$ cat config.mk
export PLATFORM = sky130hd
export DESIGN_NAME = idx_scanout
export DESIGN_NICKNAME = d
export VERILOG_FILES = /design/src/rtl/scan_pkg.sv /design/src/rtl/scan_addr.sv /design/src/rtl/scan_fmt.sv /design/src/rtl/idx_scanout.sv
export SDC_FILE = /design/constraint.sdc
export NUM_CORES = 1
export LEC_CHECK = 0
export ABC_AREA = 1
export BUFFER_PORTS_ARGS = -buffer_cell sky130_fd_sc_hd__buf_4
export CAP_MARGIN = 10
export CORE_UTILIZATION = 55
export DETAILED_ROUTE_END_ITERATION = 10
export PLACE_DENSITY_LB_ADDON = 0.15
export SLEW_MARGIN = 15
export SYNTH_ARGS = -nofsm -noshare
export SYNTH_HDL_FRONTEND = slang
export SYNTH_SLANG_ARGS = --single-unit
$ cat constraint.sdc
create_clock -name clk -period 3.3 [get_ports clk]
set_input_delay 0 -clock clk [delete_from_list [all_inputs] [get_ports clk]]
set_output_delay 0 -clock clk [all_outputs]
set_load 0.05 [all_outputs]
$ cat src/rtl/scan_pkg.sv
package scan_pkg;
    typedef enum logic [1:0] {
        FMT_OFF    = 2'b00,
        FMT_RAW    = 2'b01,
        FMT_BGR24  = 2'b10,
        FMT_BGRX32 = 2'b11
    } fmt_e;

    typedef enum logic [2:0] {
        S_IDLE,
        S_GROUP,
        S_FETCH,
        S_IDXCAP,
        S_LOOKUP,
        S_RGBCAP,
        S_EMIT
    } st_e;
endpackage

$ cat src/rtl/scan_addr.sv
module scan_addr #(
    parameter int PITCH = 1024,
    parameter int MAX_W = 1024,
    parameter int MAX_H = 768,
    localparam int AW   = $clog2(PITCH * (MAX_H + 4)),
    localparam int C_W  = $clog2(MAX_W + 1),
    localparam int LN_W = $clog2(MAX_H + 4)
) (
    input  logic            clk,
    input  logic            rst_n,
    input  logic            clear,
    input  logic            step_pix,
    input  logic            step_line,
    input  logic            skip_grp,
    output logic [C_W-1:0]  col,
    output logic [LN_W-1:0] line,
    output logic [AW-1:0]   addr
);
    logic [AW-1:0] base;

    always_ff @(posedge clk) begin
        if (!rst_n || clear) begin
            col  <= '0;
            line <= '0;
            base <= '0;
        end else if (skip_grp) begin
            col  <= '0;
            line <= line + LN_W'(4);
            base <= base + AW'(4 * PITCH);
        end else if (step_line) begin
            col  <= '0;
            line <= line + LN_W'(1);
            base <= base + AW'(PITCH);
        end else if (step_pix) begin
            col  <= col + C_W'(1);
        end
    end

    assign addr = base + AW'(col);
endmodule

$ cat src/rtl/scan_fmt.sv
module scan_fmt
    import scan_pkg::*;
(
    input  fmt_e        fmt,
    input  logic [7:0]  idx,
    input  logic [7:0]  red,
    input  logic [7:0]  grn,
    input  logic [7:0]  blu,
    output logic [31:0] data,
    output logic [3:0]  be
);
    always_comb begin
        unique case (fmt)
            FMT_BGRX32: begin data = {8'h00, red, grn, blu}; be = 4'b1111; end
            FMT_BGR24:  begin data = {8'h00, red, grn, blu}; be = 4'b0111; end
            FMT_RAW:    begin data = {24'h0, idx};           be = 4'b0001; end
            default:    begin data = '0;                     be = 4'b0000; end
        endcase
    end
endmodule

$ cat src/rtl/idx_scanout.sv
module idx_scanout
    import scan_pkg::*;
#(
    parameter int PITCH = 1024,
    parameter int MAX_W = 1024,
    parameter int MAX_H = 768,
    localparam int AW   = $clog2(PITCH * (MAX_H + 4)),
    localparam int C_W  = $clog2(MAX_W + 1),
    localparam int H_W  = $clog2(MAX_H + 1),
    localparam int LN_W = $clog2(MAX_H + 4),
    localparam int G_W  = $clog2((MAX_H + 3) / 4)
) (
    input  logic            clk,
    input  logic            rst_n,
    input  logic            frame_start,
    input  logic [1:0]      mode,
    input  logic [C_W-1:0]  act_width,
    input  logic [H_W-1:0]  act_height,
    output logic [G_W-1:0]  grp_sel,
    input  logic            grp_en,
    output logic            mem_rd,
    output logic [AW-1:0]   mem_addr,
    input  logic [7:0]      mem_rdata,
    output logic            pal_rd,
    output logic [7:0]      pal_index,
    input  logic [7:0]      pal_red,
    input  logic [7:0]      pal_green,
    input  logic [7:0]      pal_blue,
    output logic            pix_valid,
    input  logic            pix_ready,
    output logic [31:0]     pix_data,
    output logic [3:0]      pix_be,
    output logic            pix_sol,
    output logic            pix_eof
);
    st_e             st, st_n;
    fmt_e            fmt_q;
    logic [C_W-1:0]  w_q;
    logic [LN_W-1:0] h_q;
    logic [7:0]      idx_q, red_q, grn_q, blu_q;
    logic [C_W-1:0]  col;
    logic [LN_W-1:0] line;
    logic            start_ok, clear, step_pix, step_line, skip_grp;
    logic            last_col, last_line, band_tail, skip_done;
    logic [31:0]     fmt_data;
    logic [3:0]      fmt_be;

    assign start_ok  = frame_start && (mode != FMT_OFF)
                       && (act_width != '0) && (act_height != '0);
    assign last_col  = (col == w_q - C_W'(1));
    assign last_line = (line == h_q - LN_W'(1));
    assign band_tail = (line[1:0] == 2'b11);
    assign skip_done = (line + LN_W'(4) >= h_q);

    scan_addr #(.PITCH(PITCH), .MAX_W(MAX_W), .MAX_H(MAX_H)) u_addr (
        .clk(clk), .rst_n(rst_n), .clear(clear), .step_pix(step_pix),
        .step_line(step_line), .skip_grp(skip_grp),
        .col(col), .line(line), .addr(mem_addr)
    );

    scan_fmt u_fmt (
        .fmt(fmt_q), .idx(idx_q), .red(red_q), .grn(grn_q), .blu(blu_q),
        .data(fmt_data), .be(fmt_be)
    );

    // state register
    always_ff @(posedge clk) begin
        if (!rst_n) st <= S_IDLE;
        else        st <= st_n;
    end

    // frame settings and captured pixel values
    always_ff @(posedge clk) begin
        if (!rst_n) begin
            fmt_q <= FMT_OFF;
            w_q   <= '0;
            h_q   <= '0;
            idx_q <= '0;
            red_q <= '0;
            grn_q <= '0;
            blu_q <= '0;
        end else begin
            if (st == S_IDLE && start_ok) begin
                fmt_q <= fmt_e'(mode);
                w_q   <= act_width;
                h_q   <= LN_W'(act_height);
            end
            if (st == S_IDXCAP) idx_q <= mem_rdata;
            if (st == S_RGBCAP) begin
                red_q <= pal_red;
                grn_q <= pal_green;
                blu_q <= pal_blue;
            end
        end
    end

    // next state and outputs
    always_comb begin
        st_n      = st;
        clear     = 1'b0;
        step_pix  = 1'b0;
        step_line = 1'b0;
        skip_grp  = 1'b0;
        mem_rd    = 1'b0;
        pal_rd    = 1'b0;
        pix_valid = 1'b0;
        unique case (st)
            S_IDLE: if (start_ok) begin
                clear = 1'b1;
                st_n  = S_GROUP;
            end
            S_GROUP: if (grp_en) begin
                st_n = S_FETCH;
            end else begin
                skip_grp = 1'b1;
                st_n     = skip_done ? S_IDLE : S_GROUP;
            end
            S_FETCH: begin
                mem_rd = 1'b1;
                st_n   = S_IDXCAP;
            end
            S_IDXCAP: st_n = (fmt_q == FMT_RAW) ? S_EMIT : S_LOOKUP;
            S_LOOKUP: begin
                pal_rd = 1'b1;
                st_n   = S_RGBCAP;
            end
            S_RGBCAP: st_n = S_EMIT;
            S_EMIT: begin
                pix_valid = 1'b1;
                if (pix_ready) begin
                    if (!last_col) begin
                        step_pix = 1'b1;
                        st_n     = S_FETCH;
                    end else if (last_line) begin
                        st_n = S_IDLE;
                    end else begin
                        step_line = 1'b1;
                        st_n      = band_tail ? S_GROUP : S_FETCH;
                    end
                end
            end
            default: st_n = S_IDLE;
        endcase
    end

    assign grp_sel   = G_W'(line >> 2);
    assign pal_index = idx_q;
    assign pix_data  = fmt_data;
    assign pix_be    = fmt_be;
    assign pix_sol   = pix_valid && (col == '0);
    assign pix_eof   = pix_valid && last_col && last_line;

    // a stalled pixel holds all of its fields
    a_r10_stall_hold: assert property (@(posedge clk) disable iff (!rst_n)
        pix_valid && !pix_ready |=> pix_valid && $stable(pix_data)
            && $stable(pix_be) && $stable(pix_sol) && $stable(pix_eof));

    // reads are never back to back
    a_r3_single_read: assert property (@(posedge clk) disable iff (!rst_n)
        mem_rd |=> !mem_rd);

    // reads stay inside the active width of the line
    a_r3_in_width: assert property (@(posedge clk) disable iff (!rst_n)
        mem_rd |-> (mem_addr % AW'(PITCH)) < AW'(w_q));

    // raw frames never touch the palette
    a_r6_raw_no_pal: assert property (@(posedge clk) disable iff (!rst_n)
        fmt_q == FMT_RAW |-> !pal_rd);

    // padded pixels enable all four bytes
    a_r4_full_be: assert property (@(posedge clk) disable iff (!rst_n)
        pix_valid && fmt_q == FMT_BGRX32 |-> pix_be == 4'b1111);

    // an off-mode start request triggers no read
    a_r7_off_quiet: assert property (@(posedge clk) disable iff (!rst_n)
        st == S_IDLE && mode == FMT_OFF |=> !mem_rd);
endmodule

==> summary.txt <==
Status
  • Status: finished, final reports clean

Clock tree
  • Clock-pin slew of the registers on the worst-case setup and hold paths: 100 ps
  • Clock buffer depth: 2
  • CTS tree: yes
  • Source-to-sink clock delay at the later pin of the worst-skew pair: 380 ps
  • Root Buffer: clkbuf_8
  • Total CTS buffers: 9
  • H-tree lvl count: 3
  • CTS Sinks: 89

STA
  • RSZ-0062 raised after global routing: no
  • Final Hold Fails: 0
  • Fin. max-slew vios: 0
  • Max transition margin: 33.8%
  • Final min period: 2770 ps
  • Worst hold margin: 50.8 ps
  • Worst slew pin tran: 990 ps
  • Final WS setup: 528 ps
  • Fin crit share: 84.0%
  • Final setup vio count: 0
  • Setup TNS: 0 ps
  • Layout Skew: 13.5 ps
  • Peak Freq: 361 MHz

Setup path
  • Crit Path Max Fanout: 13
  • CP arrival: 2770 ps
  • Worst reg2reg path depth: 14
  • Req. time, crit path: 3300 ps
  • CP Launch Type: register
  • Worst Setup End Kind: output port
  • WS Path Type: reg2out

Worst hold path
  • Hold Crit Class: in2reg
  • Hold Path Depth: 3

Die
  • DIE AREA: 11200 um2
  • Row count: 37
  • Core area: 10400 um2
  • Initial core utilization: 57.1%
  • Die X: 106 um
  • Die Y: 106 um
  • I/O pin count: 137

Yosys
  • Synth top area cells: dfxtp_1 (30%), nand2_1 (12%), xor2_1 (7.2%), nand3_1 (6.8%), nor2_1 (6.4%)
  • Seq cells post-synth: 89
  • Ys async rst share: 0%
  • Post-synthesis sequential area ratio: 30.0%
  • Yosys Warn Count: 0
  • EDFF count, synth: 0
  • Post-synth top area share: 30.0%
  • Syn Inst Count: 907
  • Prevailing post-synth register cell: dfxtp_1
  • Unique masters post-synth: 38
  • Yosys top cell by area: dfxtp_1
  • Synthesized area: 5950 um2
  • Commonest cells in the synthesized netlist: nand2_1 (185), nor2_1 (102), inv_1 (98), dfxtp_1 (89), nand3_1 (81)
  • Mapped Avg Cell Area: 6.56 um2
  • Top-count cell post-synth: nand2_1

Layout
  • Final non-filler cell total: 1191
  • Synth-to-Final Area Change: 26.7%
  • Final core utilization: 72.3%
  • Share of cells above drive strength 1: 17.3%
  • Diode count: 0
  • Final #Nets: 1130

Routing
  • Pre-Repair DR Iteration Count: 5
  • Via count: 6234
  • DR WL/cell: 13.8 um
  • DRC violations left: 0
  • Routed Antenna Nets: 0
  • DR iter-0 viols: 316
  • Routed vias/inst: 5.23
  • Final Routed Wirelength: 16500 um

Global routing
  • Vias in the first global route: 5748
  • First-pass GRT wire length: 26800 um
  • Initial antenna violation count: 0
  • Total grt overflow: 0
  • Largest net degree at the start of global routing: 42
  • GRT Util Overall: 29.4%

Placement
  • Detailed placer's ending HPWL: 11200 um
  • Pre-CTS WS: 664 ps
  • # port buffers: 128
  • Placed insts: 1119
  • GPL Wtd Cong: 0.881

Power and ir drop
  • Leak pwr: 3.50 nW
  • Cell Pwr Density: 337 nW/um2
  • Worst VDD drop: 0.310 mV

Flow run
  • Max cap viols: 0
-- path summary, 6_finish.rpt --
kind                  start      endpoint  slack [ps]
min                   rst_n  pal_index[4]          50
max reg2reg  u_addr.line[6]         st[0]         630
max                  w_q[0]       pix_eof         530
min reg2reg        blu_q[7]      blu_q[7]         460
-- state kept, by name, summed over array words and instances, names as in the netlist, 3 cells and up --
register,cells
u_addr.col,11
w_q,11
h_q,10
u_addr.base,10
u_addr.line,10
blu_q,8
grn_q,8
pal_index,8
red_q,8
st,3
-- cell usage in the layout, fill, tap and decap left out, types with 2 or more instances in the layout --
master / netlist / final
clkbuf_8: 0 / 10
nand3_1: 81 / 81
nand4_1: 11 / 11
inv_1: 98 / 98
clkinv_1: 2 / 2
dlygate4sd3_1: 0 / 56
clkinv_2: 0 / 2
buf_4: 28 / 136
a21oi_2: 8 / 8
inv_6: 0 / 4
inv_2: 4 / 4
xnor2_1: 10 / 10
nor2_4: 2 / 2
a21oi_1: 68 / 68
o21ai_0: 65 / 65
nand2_2: 9 / 9
conb_1: 1 / 8
xor2_1: 49 / 49
nor2_1: 102 / 102
dfxtp_1: 89 / 89
o2111ai_1: 2 / 2
nor3_1: 14 / 14
ha_1: 20 / 20
nor4_1: 6 / 5
nand2_1: 185 / 185
nor2_2: 3 / 3
-- stage by stage --
stage | total power [W] | area, um2
CTS | 0.00254 | 7530
global route | 0.00268 | 7530
detailed placement | 0.00176 | 6790
floorplan | 0.00161 | 5980
finish | 0.00254 | 7530
global placement | 0.00175 | 6790
-- cell type report --
class / instances / area, um2
clock buffers: 10 / 138
clock inverters: 6 / 45.0
fillers: 872 / 2880
inverters: 104 / 390
multi-input cells: 654 / 3430
flip-flops and latches: 89 / 1780
well taps: 136 / 170
repair buffers: 192 / 1580
-- report_power, final --
group | total, W | switching (W) | internal [W]
clock network | 0.000741 | 0.000438 | 0.000303
logic | 0.000648 | 0.000396 | 0.000252
registers | 0.00115 | 0.0000406 | 0.00111
-- critical path, stage by stage, from the launching register on --
cell	delay, ps
dfxtp_1	330
inv_1	120
ha_1	300
nand2_2	100
nor2_4	110
xor2_1	170
nand3_1	90
nor2_1	90
nand3_1	110
nor2_4	200
inv_1	210
nor3_1	290
buf_4	260
-- cell families (layout without fill, tap and decap cells) --
| family | Yosys count | in the layout | synth area share, % |
|---|---|---|---|
| AOI/OAI and AO/OA | 148 | 148 | 13.3 |
| xor gates and xnor gates | 60 | 60 | 9.07 |
| adders and majority gates | 20 | 20 | 4.21 |
| buffers and inverters | 171 | 312 | 12.9 |
| DFF | 89 | 89 | 30.0 |
| other | 1 | 8 | 0.0631 |
| and+or+nand+nor | 418 | 418 | 30.4 |
-- routing by layer --
metal | part of all wire, % | GRT usage, % | wire [um]
met1 | 44 | 36.0 | 7210
met4 | 2.1 | 9.62 | 346
met2 | 49 | 51.3 | 8030
met3 | 5.3 | 6.32 | 865
met5 | 0 | 0 | 0
-- repair_timing --
item / 4_1_cts / 5_1_grt
hold buffers: 56 / 0
setup buffers: 0 / 0
gates resized for setup: 0 / 0
endpoints found under the hold margin: 56 / 0
Power figures use the tool's default switching activity.
